**src/rtl/spi_chan_pkg.sv**
```systemverilog
package spi_chan_pkg;

    localparam int CFG_W     = 23;
    localparam int WL_LSB    = 7;
    localparam int WL_MSB    = 11;
    localparam int LEN_W     = WL_MSB - WL_LSB + 1;
    localparam int MODE_LSB  = 12;
    localparam int TXDMA_BIT = 14;
    localparam int RXDMA_BIT = 15;
    localparam int TURBO_BIT = 19;
    localparam int FORCE_BIT = 20;
    localparam int MIN_LEN_M1 = 3;

    localparam logic [CFG_W-1:0] CFG_RST = 23'h060000;

    typedef enum logic [1:0] {
        XM_FULL    = 2'd0,
        XM_RX_ONLY = 2'd1,
        XM_TX_ONLY = 2'd2,
        XM_RSVD    = 2'd3
    } xfer_mode_e;

    typedef enum logic [2:0] {
        ST_IDLE,
        ST_CHECK,
        ST_SHIFT,
        ST_FINISH,
        ST_NOTIFY
    } ctl_state_e;

    typedef enum logic [1:0] {
        SH_IDLE,
        SH_LOW,
        SH_HIGH
    } sh_state_e;

    typedef struct packed {
        logic eot;
        logic tx_empty;
        logic rx_full;
    } chan_stat_t;

endpackage

```
**src/rtl/spi_chan_regs.sv**
```systemverilog
module spi_chan_regs
    import spi_chan_pkg::*;
#(
    parameter int DATA_W = 32
) (
    input  logic              clk,
    input  logic              rst_n,
    input  logic              cfg_wr,
    input  logic [CFG_W-1:0]  cfg_wdata,
    input  logic              en_wr,
    input  logic              en_wdata,
    input  logic              tx_wr,
    input  logic [DATA_W-1:0] tx_wdata,
    input  logic              rx_rd,
    input  logic              busy,
    input  logic              pend_take,
    input  logic              xfer_done,
    input  logic              rx_load,
    input  logic [DATA_W-1:0] rx_in,
    output logic [CFG_W-1:0]  cfg,
    output logic              enable,
    output chan_stat_t        stat,
    output logic [DATA_W-1:0] tx_word,
    output logic [DATA_W-1:0] rx_word,
    output logic              pend,
    output logic              tx_dma,
    output logic              rx_dma
);

    logic [CFG_W-1:0]  cfg_q;
    logic              en_q;
    chan_stat_t        st_q;
    logic [DATA_W-1:0] tx_q;
    logic [DATA_W-1:0] rx_q;
    logic              pend_q;
    xfer_mode_e        mode;
    logic              tx_accept;
    logic              en_rise;

    assign mode      = xfer_mode_e'(cfg_q[MODE_LSB+1:MODE_LSB]);
    assign tx_accept = tx_wr && !busy;
    assign en_rise   = en_wr && en_wdata && !en_q;

    always_ff @(posedge clk or negedge rst_n) begin
        if (!rst_n) begin
            cfg_q  <= CFG_RST;
            en_q   <= 1'b0;
            st_q   <= '{eot: 1'b0, tx_empty: 1'b1, rx_full: 1'b0};
            tx_q   <= '0;
            rx_q   <= '0;
            pend_q <= 1'b0;
        end else begin
            if (cfg_wr) cfg_q <= cfg_wdata;
            if (en_wr)  en_q  <= en_wdata;
            if (tx_accept) begin
                tx_q          <= tx_wdata;
                st_q.tx_empty <= 1'b0;
                st_q.eot      <= 1'b0;
            end
            if (rx_rd) st_q.rx_full <= 1'b0;
            if (xfer_done) begin
                tx_q          <= '0;
                st_q.eot      <= 1'b1;
                st_q.tx_empty <= 1'b1;
                if (mode != XM_TX_ONLY) st_q.rx_full <= 1'b1;
            end
            if (rx_load) rx_q <= rx_in;
            if (tx_accept || rx_rd || en_rise) pend_q <= 1'b1;
            else if (pend_take)                pend_q <= 1'b0;
        end
    end

    assign cfg     = cfg_q;
    assign enable  = en_q;
    assign stat    = st_q;
    assign tx_word = tx_q;
    assign rx_word = rx_q;
    assign pend    = pend_q;
    assign tx_dma  = en_q && cfg_q[TXDMA_BIT] && st_q.tx_empty && (mode != XM_RX_ONLY);
    assign rx_dma  = en_q && cfg_q[RXDMA_BIT] && st_q.rx_full  && (mode != XM_TX_ONLY);


    done_flags_chk: assert property (@(posedge clk) disable iff (!rst_n)
        xfer_done |=> (st_q.tx_empty && st_q.eot && tx_q == '0));


    busy_tx_ignored_chk: assert property (@(posedge clk) disable iff (!rst_n)
        (tx_wr && busy && !xfer_done) |=> $stable(tx_q));

endmodule

```
**src/rtl/spi_chan_ctl.sv**
```systemverilog
module spi_chan_ctl
    import spi_chan_pkg::*;
(
    input  logic       clk,
    input  logic       rst_n,
    input  logic       pend,
    input  logic       enable,
    input  chan_stat_t stat,
    input  xfer_mode_e mode,
    input  logic       turbo,
    input  logic       force_drive,
    input  logic       single_ch,
    input  logic       sh_done,
    output logic       pend_take,
    output logic       sh_start,
    output logic       xfer_done,
    output logic       rx_load,
    output logic       evt_rx_full,
    output logic       evt_tx_empty,
    output logic       busy
);

    ctl_state_e st_q, st_d;
    logic       drove_q, drove_d;
    logic       blocked;
    logic       drive_ok;

    assign blocked  = (stat.rx_full && (mode != XM_TX_ONLY) && !turbo) ||
                      (stat.tx_empty && (mode != XM_RX_ONLY));
    assign drive_ok = !single_ch || force_drive;

    always_comb begin
        st_d    = st_q;
        drove_d = drove_q;
        unique case (st_q)
            ST_IDLE:   if (pend) st_d = ST_CHECK;
            ST_CHECK: begin
                if (!enable)       st_d = ST_IDLE;
                else if (blocked)  st_d = ST_NOTIFY;
                else if (drive_ok) begin st_d = ST_SHIFT;  drove_d = 1'b1; end
                else               begin st_d = ST_FINISH; drove_d = 1'b0; end
            end
            ST_SHIFT:  if (sh_done) st_d = ST_FINISH;
            ST_FINISH: st_d = ST_NOTIFY;
            ST_NOTIFY: st_d = ST_IDLE;
            default:   st_d = ST_IDLE;
        endcase
    end

    always_comb begin
        pend_take    = 1'b0;
        sh_start     = 1'b0;
        xfer_done    = 1'b0;
        rx_load      = 1'b0;
        evt_rx_full  = 1'b0;
        evt_tx_empty = 1'b0;
        unique case (st_q)
            ST_IDLE:   pend_take = pend;
            ST_CHECK:  sh_start  = enable && !blocked && drive_ok;
            ST_SHIFT:  ;
            ST_FINISH: begin
                xfer_done = 1'b1;
                rx_load   = drove_q;
            end
            ST_NOTIFY: begin
                evt_rx_full  = stat.rx_full && (mode != XM_TX_ONLY) && !turbo;
                evt_tx_empty = stat.tx_empty && (mode != XM_RX_ONLY);
            end
            default: ;
        endcase
    end

    always_ff @(posedge clk or negedge rst_n) begin
        if (!rst_n) begin
            st_q    <= ST_IDLE;
            drove_q <= 1'b0;
        end else begin
            st_q    <= st_d;
            drove_q <= drove_d;
        end
    end

    assign busy = (st_q != ST_IDLE);


    evt_pulse_chk: assert property (@(posedge clk) disable iff (!rst_n)
        (evt_rx_full || evt_tx_empty) |=> !(evt_rx_full || evt_tx_empty));


    done_in_shift_chk: assert property (@(posedge clk) disable iff (!rst_n)
        sh_done |-> (st_q == ST_SHIFT));

endmodule

```
**src/rtl/spi_chan_shifter.sv**
```systemverilog
module spi_chan_shifter
    import spi_chan_pkg::*;
#(
    parameter int DATA_W   = 32,
    parameter int HALF_CYC = 2
) (
    input  logic              clk,
    input  logic              rst_n,
    input  logic              start,
    input  logic [DATA_W-1:0] tx_word,
    input  logic [LEN_W-1:0]  len_m1,
    input  logic              miso,
    output logic              sclk,
    output logic              mosi,
    output logic              busy,
    output logic              done,
    output logic [DATA_W-1:0] rx_word
);

    localparam int DIV_W = $clog2(HALF_CYC + 1);
    localparam logic [DIV_W-1:0] DIV_LAST = DIV_W'(HALF_CYC - 1);
    localparam logic [LEN_W-1:0] TOP_IDX  = LEN_W'(DATA_W - 1);

    sh_state_e         sh_q;
    logic [DIV_W-1:0]  div_q;
    logic [LEN_W-1:0]  bit_q;
    logic [LEN_W-1:0]  len_q;
    logic [DATA_W-1:0] txsh_q;
    logic [DATA_W-1:0] rxsh_q;
    logic              sclk_q;
    logic              done_q;

    always_ff @(posedge clk or negedge rst_n) begin
        if (!rst_n) begin
            sh_q   <= SH_IDLE;
            div_q  <= '0;
            bit_q  <= '0;
            len_q  <= '0;
            txsh_q <= '0;
            rxsh_q <= '0;
            sclk_q <= 1'b0;
            done_q <= 1'b0;
        end else begin
            done_q <= 1'b0;
            unique case (sh_q)
                SH_IDLE: begin
                    if (start) begin
                        txsh_q <= tx_word << (TOP_IDX - len_m1);
                        rxsh_q <= '0;
                        len_q  <= len_m1;
                        bit_q  <= '0;
                        div_q  <= '0;
                        sh_q   <= SH_LOW;
                    end
                end
                SH_LOW: begin
                    if (div_q == DIV_LAST) begin
                        div_q  <= '0;
                        sclk_q <= 1'b1;
                        rxsh_q <= {rxsh_q[DATA_W-2:0], miso};
                        sh_q   <= SH_HIGH;
                    end else begin
                        div_q <= div_q + 1'b1;
                    end
                end
                SH_HIGH: begin
                    if (div_q == DIV_LAST) begin
                        div_q  <= '0;
                        sclk_q <= 1'b0;
                        if (bit_q == len_q) begin
                            sh_q   <= SH_IDLE;
                            done_q <= 1'b1;
                        end else begin
                            bit_q  <= bit_q + 1'b1;
                            txsh_q <= txsh_q << 1;
                            sh_q   <= SH_LOW;
                        end
                    end else begin
                        div_q <= div_q + 1'b1;
                    end
                end
                default: sh_q <= SH_IDLE;
            endcase
        end
    end

    assign sclk    = sclk_q;
    assign mosi    = txsh_q[DATA_W-1];
    assign busy    = (sh_q != SH_IDLE);
    assign done    = done_q;
    assign rx_word = rxsh_q;


    idle_clk_low_chk: assert property (@(posedge clk) disable iff (!rst_n)
        !busy |-> !sclk_q);


    done_after_busy_chk: assert property (@(posedge clk) disable iff (!rst_n)
        done_q |-> ($past(sh_q) == SH_HIGH && !busy));

endmodule

```
**src/rtl/spi_chan_engine.sv**
```systemverilog
module spi_chan_engine
    import spi_chan_pkg::*;
#(
    parameter int DATA_W   = 32,
    parameter int HALF_CYC = 2
) (
    input  logic              clk,
    input  logic              rst_n,
    input  logic              single_ch_mode,
    input  logic              cfg_wr,
    input  logic [22:0]       cfg_wdata,
    input  logic              en_wr,
    input  logic              en_wdata,
    input  logic              tx_wr,
    input  logic [DATA_W-1:0] tx_wdata,
    input  logic              rx_rd,
    output logic [22:0]       cfg_rd,
    output logic              chan_en,
    output logic [2:0]        status,
    output logic [DATA_W-1:0] tx_word,
    output logic [DATA_W-1:0] rx_rdata,
    output logic              busy,
    output logic              tx_dma_req,
    output logic              rx_dma_req,
    output logic              evt_rx_full,
    output logic              evt_tx_empty,
    output logic              spi_sclk,
    output logic              spi_mosi,
    input  logic              spi_miso
);

    logic [CFG_W-1:0]  cfg;
    logic              enable;
    chan_stat_t        stat;
    logic              pend, pend_take;
    logic              sh_start, sh_done, sh_busy;
    logic              xfer_done, rx_load;
    logic [DATA_W-1:0] sh_rx;
    logic [LEN_W-1:0]  wl_field, len_m1;
    xfer_mode_e        mode;

    assign mode     = xfer_mode_e'(cfg[MODE_LSB+1:MODE_LSB]);
    assign wl_field = cfg[WL_MSB:WL_LSB];
    assign len_m1   = (wl_field < LEN_W'(MIN_LEN_M1)) ? LEN_W'(MIN_LEN_M1) : wl_field;

    spi_chan_regs #(.DATA_W(DATA_W)) u_regs (
        .clk       (clk),
        .rst_n     (rst_n),
        .cfg_wr    (cfg_wr),
        .cfg_wdata (cfg_wdata),
        .en_wr     (en_wr),
        .en_wdata  (en_wdata),
        .tx_wr     (tx_wr),
        .tx_wdata  (tx_wdata),
        .rx_rd     (rx_rd),
        .busy      (busy),
        .pend_take (pend_take),
        .xfer_done (xfer_done),
        .rx_load   (rx_load),
        .rx_in     (sh_rx),
        .cfg       (cfg),
        .enable    (enable),
        .stat      (stat),
        .tx_word   (tx_word),
        .rx_word   (rx_rdata),
        .pend      (pend),
        .tx_dma    (tx_dma_req),
        .rx_dma    (rx_dma_req)
    );

    spi_chan_ctl u_ctl (
        .clk          (clk),
        .rst_n        (rst_n),
        .pend         (pend),
        .enable       (enable),
        .stat         (stat),
        .mode         (mode),
        .turbo        (cfg[TURBO_BIT]),
        .force_drive  (cfg[FORCE_BIT]),
        .single_ch    (single_ch_mode),
        .sh_done      (sh_done),
        .pend_take    (pend_take),
        .sh_start     (sh_start),
        .xfer_done    (xfer_done),
        .rx_load      (rx_load),
        .evt_rx_full  (evt_rx_full),
        .evt_tx_empty (evt_tx_empty),
        .busy         (busy)
    );

    spi_chan_shifter #(.DATA_W(DATA_W), .HALF_CYC(HALF_CYC)) u_shift (
        .clk     (clk),
        .rst_n   (rst_n),
        .start   (sh_start),
        .tx_word (tx_word),
        .len_m1  (len_m1),
        .miso    (spi_miso),
        .sclk    (spi_sclk),
        .mosi    (spi_mosi),
        .busy    (sh_busy),
        .done    (sh_done),
        .rx_word (sh_rx)
    );

    assign cfg_rd  = cfg;
    assign chan_en = enable;
    assign status  = stat;


    quiet_no_clk_chk: assert property (@(posedge clk) disable iff (!rst_n)
        (single_ch_mode && !cfg[FORCE_BIT] && !sh_busy) |=> !spi_sclk);

endmodule

```
**config.mk**
```make
export PLATFORM = sky130hd
export DESIGN_NAME = spi_chan_engine
export DESIGN_NICKNAME = d
export VERILOG_FILES = /design/src/rtl/spi_chan_pkg.sv /design/src/rtl/spi_chan_regs.sv /design/src/rtl/spi_chan_ctl.sv /design/src/rtl/spi_chan_shifter.sv /design/src/rtl/spi_chan_engine.sv
export SDC_FILE = /design/constraint.sdc
export NUM_CORES = 1
export LEC_CHECK = 0
export ABC_AREA = 1
export BUFFER_PORTS_ARGS = -buffer_cell sky130_fd_sc_hd__buf_2
export CAP_MARGIN = 30
export CORE_UTILIZATION = 56
export DETAILED_ROUTE_END_ITERATION = 8
export PLACE_DENSITY = 0.89
export SYNTH_ARGS = -nofsm -noshare
export SYNTH_HDL_FRONTEND = slang
export SYNTH_SLANG_ARGS = --single-unit
export TNS_END_PERCENT = 100
```
**constraint.sdc**
```tcl
create_clock -name clk -period 2.1 [get_ports clk]
set_clock_uncertainty 0.05 [all_clocks]
set_input_delay 0.21 -clock clk [delete_from_list [all_inputs] [get_ports clk]]
set_output_delay 0.21 -clock clk [all_outputs]
set_load 0.01 [all_outputs]
```
### Word-level counts from Yosys, hierarchy flattened

Index checks and enable logic that the tools add are counted.

| storage, ports and cells | value |
|---|---|
| register bits after elaboration | 176 |
| bits of input ports | 64 |
| output and inout port bits | 98 |
| word-level logic and storage cells | 128 |

| cells by class | value |
|---|---|
| add/sub/neg operators | 3 |
| order comparisons | 1 |
| equality and inequality tests | 16 |
| shift-type cells | 1 |
| multiplexer cells | 47 |
| bitwise gates (word level) | 1 |
| reductions and logical operators | 41 |

Operators by type and width:

| kind | count |
|---|---|
| two-way mux 32 bit | 7 |
| one-hot mux 32 bit (2 select lines) | 2 |
| << shifter 32 x 5 -> 32 bit | 1 |
| two-way mux 5 bit | 4 |
| two-way mux 1 bit | 18 |
| two-way mux 3 bit | 5 |
| logical AND 1 bit | 14 |
| two-way mux 2 bit | 6 |
| one-hot mux 3 bit (4 select lines) | 1 |
| AND reduction 3 bit | 4 |
| nonzero test 2 bit | 6 |
| one-hot mux 5 bit (2 select lines) | 1 |
| != test 2 x 1 -> 1 bit (second input constant) | 4 |
| != test 2 bit (second input constant) | 4 |
| == test 3 x 2 -> 1 bit (second input constant) | 2 |
| one-hot mux 2 bit (3 select lines) | 1 |
| AND reduction 2 bit | 3 |
| adder 5 x 1 -> 5 bit (second input constant) | 1 |
| == test 5 bit | 1 |
| zero test 1 bit | 5 |
| < comparator 5 x 2 -> 1 bit (second input constant) | 1 |
| subtractor 5 bit (first input constant) | 1 |
| == test 2 x 1 -> 1 bit (second input constant) | 2 |
| logical OR 1 bit | 4 |
| 12 further kinds | 12 |

### Logic depth before layout (Yosys ltp)

| depth | value |
|---|---|
| word-level depth | 10 |
| gate-level depth with buffers | 15 |
| mapped depth without buffers | 14 |

### Hierarchy

A second synthesis with hierarchy kept.

| second synthesis, totals | value |
|---|---|
| cell total of the unflattened synthesis | 1,228 |
| area, all modules | 9,185.1 µm² |

Modules (own cells, without submodules):

| module | times used | cells an instance | area each (µm²) | seq. area each (µm²) |
|---|---|---|---|---|
| spi_chan_shifter | 1 | 771 | 5,146.2 | 2,001.9 |
| spi_chan_regs | 1 | 402 | 3,719.8 | 2,306.0 |
| spi_chan_ctl | 1 | 44 | 276.5 | 100.1 |
| spi_chan_engine | 1 | 11 | 42.5 | 0.0 |

### Worst setup path before layout

Ideal clock, no wire load.

| timing | value |
|---|---|
| path type | flip-flop to flip-flop |
| start | reg u_shift.sh_q[0] |
| end | reg u_shift.txsh_q[28] |
| library setup time | 0.118 ns |
| arrival time | 1.644 ns |
| required time | 1.932 ns |
| setup slack | 0.289 ns |
| cell stages (with the launch flop) | 9 |
| path buffers | 2 |
| clock period less this slack | 1.811 ns |
| path through | dfrtp_1 inv_1 ha_1 clkbuf_1 nor2_1 clkbuf_1 nand3_1 nand3_1 nand2_1 |

| between the ends | value |
|---|---|
| longest elaborated chain between the ends | 3 |
| elaborated cells on any way between the ends | 8 |
| classes of those cells | 4 x eq/ne; 1 x mux; 3 x reduce/logical |

RTL lines:

| what | line | source |
|---|---|---|
| start: declaration | spi_chan_shifter.sv:24 | `sh_state_e sh_q;` |
| start signal: assignment | spi_chan_shifter.sv:35 | `sh_q <= SH_IDLE;` |
| start signal: assignment | spi_chan_shifter.sv:53 | `sh_q <= SH_LOW;` |
| start signal: assignment | spi_chan_shifter.sv:61 | `sh_q <= SH_HIGH;` |
| == test 2 bit / zero test 2 bit (equally long branches) | spi_chan_shifter.sv:45 | `unique case (sh_q)` |
| != test 2 bit (no source line), or another cell as far along | n/a |  |
| AND reduction 4 bit (no source line) | n/a |  |
| end signal: assignment | spi_chan_shifter.sv:48 | `txsh_q <= tx_word << (TOP_IDX - len_m1);` |
| end signal: assignment | spi_chan_shifter.sv:75 | `txsh_q <= txsh_q << 1;` |
| end: declaration | spi_chan_shifter.sv:28 | `logic [DATA_W-1:0] txsh_q;` |

Several ways; a longest one is shown, not always the timed one.
A chain may end at the register's enable or synchronous reset.

### Worst setup path in the final report

| timing | value |
|---|---|
| start | reg u_ctl.st_q[1] |
| end | reg u_shift.txsh_q[26] |

| between the ends | value |
|---|---|
| longest elaborated chain between the ends | 4 |

RTL lines:

| what | line | source |
|---|---|---|
| start: declaration | spi_chan_ctl.sv:23 | `ctl_state_e st_q, st_d;` |
| start signal: assignment | spi_chan_ctl.sv:78 | `st_q <= st_d;` |
| == test 3 x 1 -> 1 bit | spi_chan_ctl.sv:57 | `unique case (st_q)` |
| two-way mux 1 bit | spi_chan_ctl.sv:57 |  |
| != test 2 bit (no source line) | n/a |  |
| AND reduction 4 bit (no source line) | n/a |  |

No other way between the ends.

==> results.py <==
metrics = {
    "synth": {
        "synth-async-reset-ratio": 1.00,
        "yosys.area.top_type": "dfrtp_1",
        "synth-adder-area-share": 0.00693,
        "synth_top_family_by_area": "simple AND/OR/NAND/NOR gates",
        "synth_nets": 1209,
        "synth_compound_area_frac": 0.114,
        "ys_ff_latch": 176,
        "yosysUniqueCellTypes": 40,
        "synthXorXnorAreaFrac": 0.00388,
        "synth.area.mux_share": 0.0150,
        "synthFlopType": "dfrtp_1",
        "yosys.area_share.simple": 0.285,
        "synth.area.top_cells": "dfrtp_1 (48%), nand3_1 (13%), nand2_1 (11%)",
        "synth_edf_count": 0,
        "synthCells": 1140,
        "synth_area_um2": 9020,
        "yosysTopAreaCellShare": 0.480,
        "seq_area_frac_synth": 0.489,
        "yosys_warnings": 0,
        "syn_avg_cell_area_um2": 7.91,
    },
    "global_routing": {
        "grt_antenna_before_repair": 0,
        "grt_pass1_vias": 8821,
        "grt_start_max_net_pins": 66,
        "grtUsageTotal": 0.328,
        "grt-ovfl-total": 0,
        "grt_pass1_wl_um": 42300,
    },
    "drt": {
        "post_drt_wl_per_cell_um": 17.4,
        "viasPerCell": 5.93,
        "drt_iter0_drc": 1143,
        "drt_pass1_iterations": 8,
        "wirelength_um": 27400,
        "ant_nets": 0,
        "num_vias": 9329,
        "drc": 0,
    },
    "setup_path": {
        "crit_fanout": 40,
        "worstSetupPathType": "flop to flop",
        "end_kind": "flop",
        "cp.arrival_ns": 2.46,
        "start_kind": "flop",
        "required_ns": 2.37,
        "r2r_cells": 11,
    },
    "outcome": {
        "violations": "setup timing",
        "outcome": "finished with violations",
    },
    "placed_design": {
        "gp_congestion": 1.03,
        "dp_hpwl_um": 16400,
        "pre_cts_slack_ns": 0.109,
        "port_buffers": 161,
    },
    "sta": {
        "period_share": 1.04,
        "worstMarginPinSlew_ns": 0.655,
        "final-setup-viol-count": 22,
        "hold_viol": 0,
        "slew_headroom": 0.558,
        "max_freq_ghz": 0.457,
        "layout_setup_ws_ns": -0.0876,
        "drv_slew": 0,
        "period_needed_ns": 2.19,
    },
    "finish": {
        "n_antenna_cell": 0,
        "nets": 1414,
        "drive_gt1_frac": 0.200,
        "synthToLayoutAreaGrowth_pct": 25.2,
    },
    "floorplanning": {
        "die_area_um2": 16600,
        "coreArea_um2": 15800,
        "die_width_um": 129,
        "io_pins": 162,
        "die_h_um": 129,
        "initial_core_util": 0.570,
        "rows": 46,
    },
    "clock_network": {
        "clock_latency_ns": 0.44,
        "cts_buffers": 17,
        "cts_tree": "built",
        "clockBufferDepth": 2,
        "clk_pin_slew_ns": 0.07,
        "cts.sinks": 176,
        "cts_root_buf": "clkbuf_16",
        "htreeDepth": 4,
    },
    "pwr": {
        "p_leak_nw": 5.65,
        "seqPwrFrac": 0.350,
        "finalPower_w": 0.0151,
        "peakVddDrop_v": 0.00105,
        "p_switching_w": 0.00656,
        "p_int_w": 0.00852,
        "power.density_nw_per_um2": 1340,
        "comb_power_share": 0.445,
        "p_sw_frac": 0.435,
        "power_frac_clock": 0.205,
    },
    "hold_path": {
        "hp-class": "input port to flop",
        "holdPathStages": 3,
    },
    "flow_run": {
        "drv_cap": 0,
    },
}
[per-layer routing]
metal / share of wire / vias to the layer above / global-route usage
met5: 0 / - / 0
met4: 0.065 / 0 / 0.214
met3: 0.086 / 160 / 0.0624
met2: 0.48 / 643 / 0.537
met1: 0.37 / 4358 / 0.399
li1: - / 4168 / -
[power groups by stage]
| stage | clock network [W] | registers [W] | logic [W] |
|---|---|---|---|
| CTS | 0.00310 | 0.00521 | 0.00624 |
| detailed placement | 0 | 0.00524 | 0.00611 |
| global placement | 0 | 0.00521 | 0.00591 |
| global route | 0.00324 | 0.00537 | 0.00740 |
| floorplan | 0 | 0.00542 | 0.00398 |
| finish | 0.00310 | 0.00528 | 0.00671 |
[final timing paths]
check	endpoint	slack, ns	startpoint
worst min register to register	u_regs.rx_word[6]$_DFFE_PN0P_	0.43	u_regs.rx_word[6]$_DFFE_PN0P_
worst min-delay path	u_regs.cfg[20]$_DFFE_PN0P_	0.03	cfg_wdata[20]
min in group asynchronous	u_regs.tx_word[18]$_DFFE_PN0P_	0.27	rst_n
worst max register to register	u_shift.txsh_q[26]$_DFFE_PN0P_	-0.09	u_ctl.st_q[1]$_DFFE_PN0P_
worst max-delay path	u_shift.txsh_q[26]$_DFFE_PN0P_	-0.09	u_ctl.st_q[1]$_DFFE_PN0P_
max in group asynchronous	u_shift.bit_q[1]$_DFFE_PN0P_	0.97	rst_n
[cells in the mapped netlist (4+ instances only)]
master,n
nand2_1,269
nand3_1,233
dfrtp_1,173
o21ai_0,114
inv_1,103
nor2_1,42
a21oi_1,39
clkbuf_1,32
buf_2,17
o21ai_1,13
mux2_2,12
buf_4,11
a22o_1,9
nand4_1,7
buf_1,5
buf_6,5
ha_1,5
nor3_1,5
inv_2,4
nand2_2,4
[placed cells by master, fill, tap and decap left out, types with 5 or more instances in the layout]
master and instances:
a21oi_1 39, a22o_1 9, buf_12 5, buf_2 160, buf_4 30, clkbuf_16 18
dfrtp_1 173, dlygate4sd3_1 58, ha_1 5, inv_1 102, inv_8 5, mux2_2 12
nand2_1 267, nand2_2 5, nand3_1 233, nand4_1 7, nor2_1 39, nor3_1 5
o21ai_0 113, o21ai_1 14
[cell families (layout without fill, tap and decap cells)]
| logic type | after synthesis | in the layout |
|---|---|---|
| AO/OA/AOI/OAI | 187 | 187 |
| XOR/XNOR | 4 | 4 |
| adder cells (fa/ha/maj) | 5 | 5 |
| buffers and inverters | 180 | 397 |
| flip-flops | 176 | 176 |
| multiplexers | 12 | 12 |
| AND/OR/NAND/NOR | 576 | 576 |
[state kept, by name, indices dropped and copies added (netlist names)]
signal           flops
u_ctl.drove_q        1
u_ctl.st_q           3
u_regs.cfg          23
u_regs.enable        1
u_regs.pend          1
u_regs.rx_word      32
u_regs.stat          3
u_regs.tx_word      32
u_shift.bit_q        5
u_shift.div_q        2
u_shift.done         1
u_shift.len_q        5
u_shift.rx_word     32
u_shift.sclk         1
u_shift.sh_q         2
u_shift.txsh_q      32
[cell type report]
cell class                      instances  area, um2
Fill cell                            1096       4540
Inverter                              110        423
Multi-Input combinational cell        784       3870
Clock inverter                         12        121
Clock buffer                           19        443
Tap cell                              216        270
Sequential cell                       176       4410
Timing Repair Buffer                  256       1760
[worst max-delay path: stages, from the launching register on]
cell	delay (ns)
dfrtp_1	0.41
inv_2	0.08
nand2_2	0.07
nor3_4	0.35
nand4_4	0.21
a21oi_4	0.27
nand2_4	0.10
buf_12	0.19
nor2_1	0.12
nand3_1	0.11
nand2_1	0.07
inv_1	0.04
[what timing repair did]
action,CTS,global route
hold buffers,58,0
endpoints found under the setup margin,0,67
hold endpoints to repair,111,0
buffers inserted,0,4
resized for setup,0,16
[per-stage QoR]
stage          utilization  area (um2)  instances  hold slack, ns  TNS, ns
2_1_floorplan            -        9020       1140          -0.136        0
3_3_place_gp         0.635       10000       1479           0.190        0
3_5_place_dp         0.635       10000       1479           0.203        0
4_1_cts              0.707       11200       1568         0.00763        0
5_1_grt              0.713       11300       1573          0.0316    -6.70
6_report             0.713       11300       1573          0.0311   -0.605
Power figures use the tool's default switching activity.
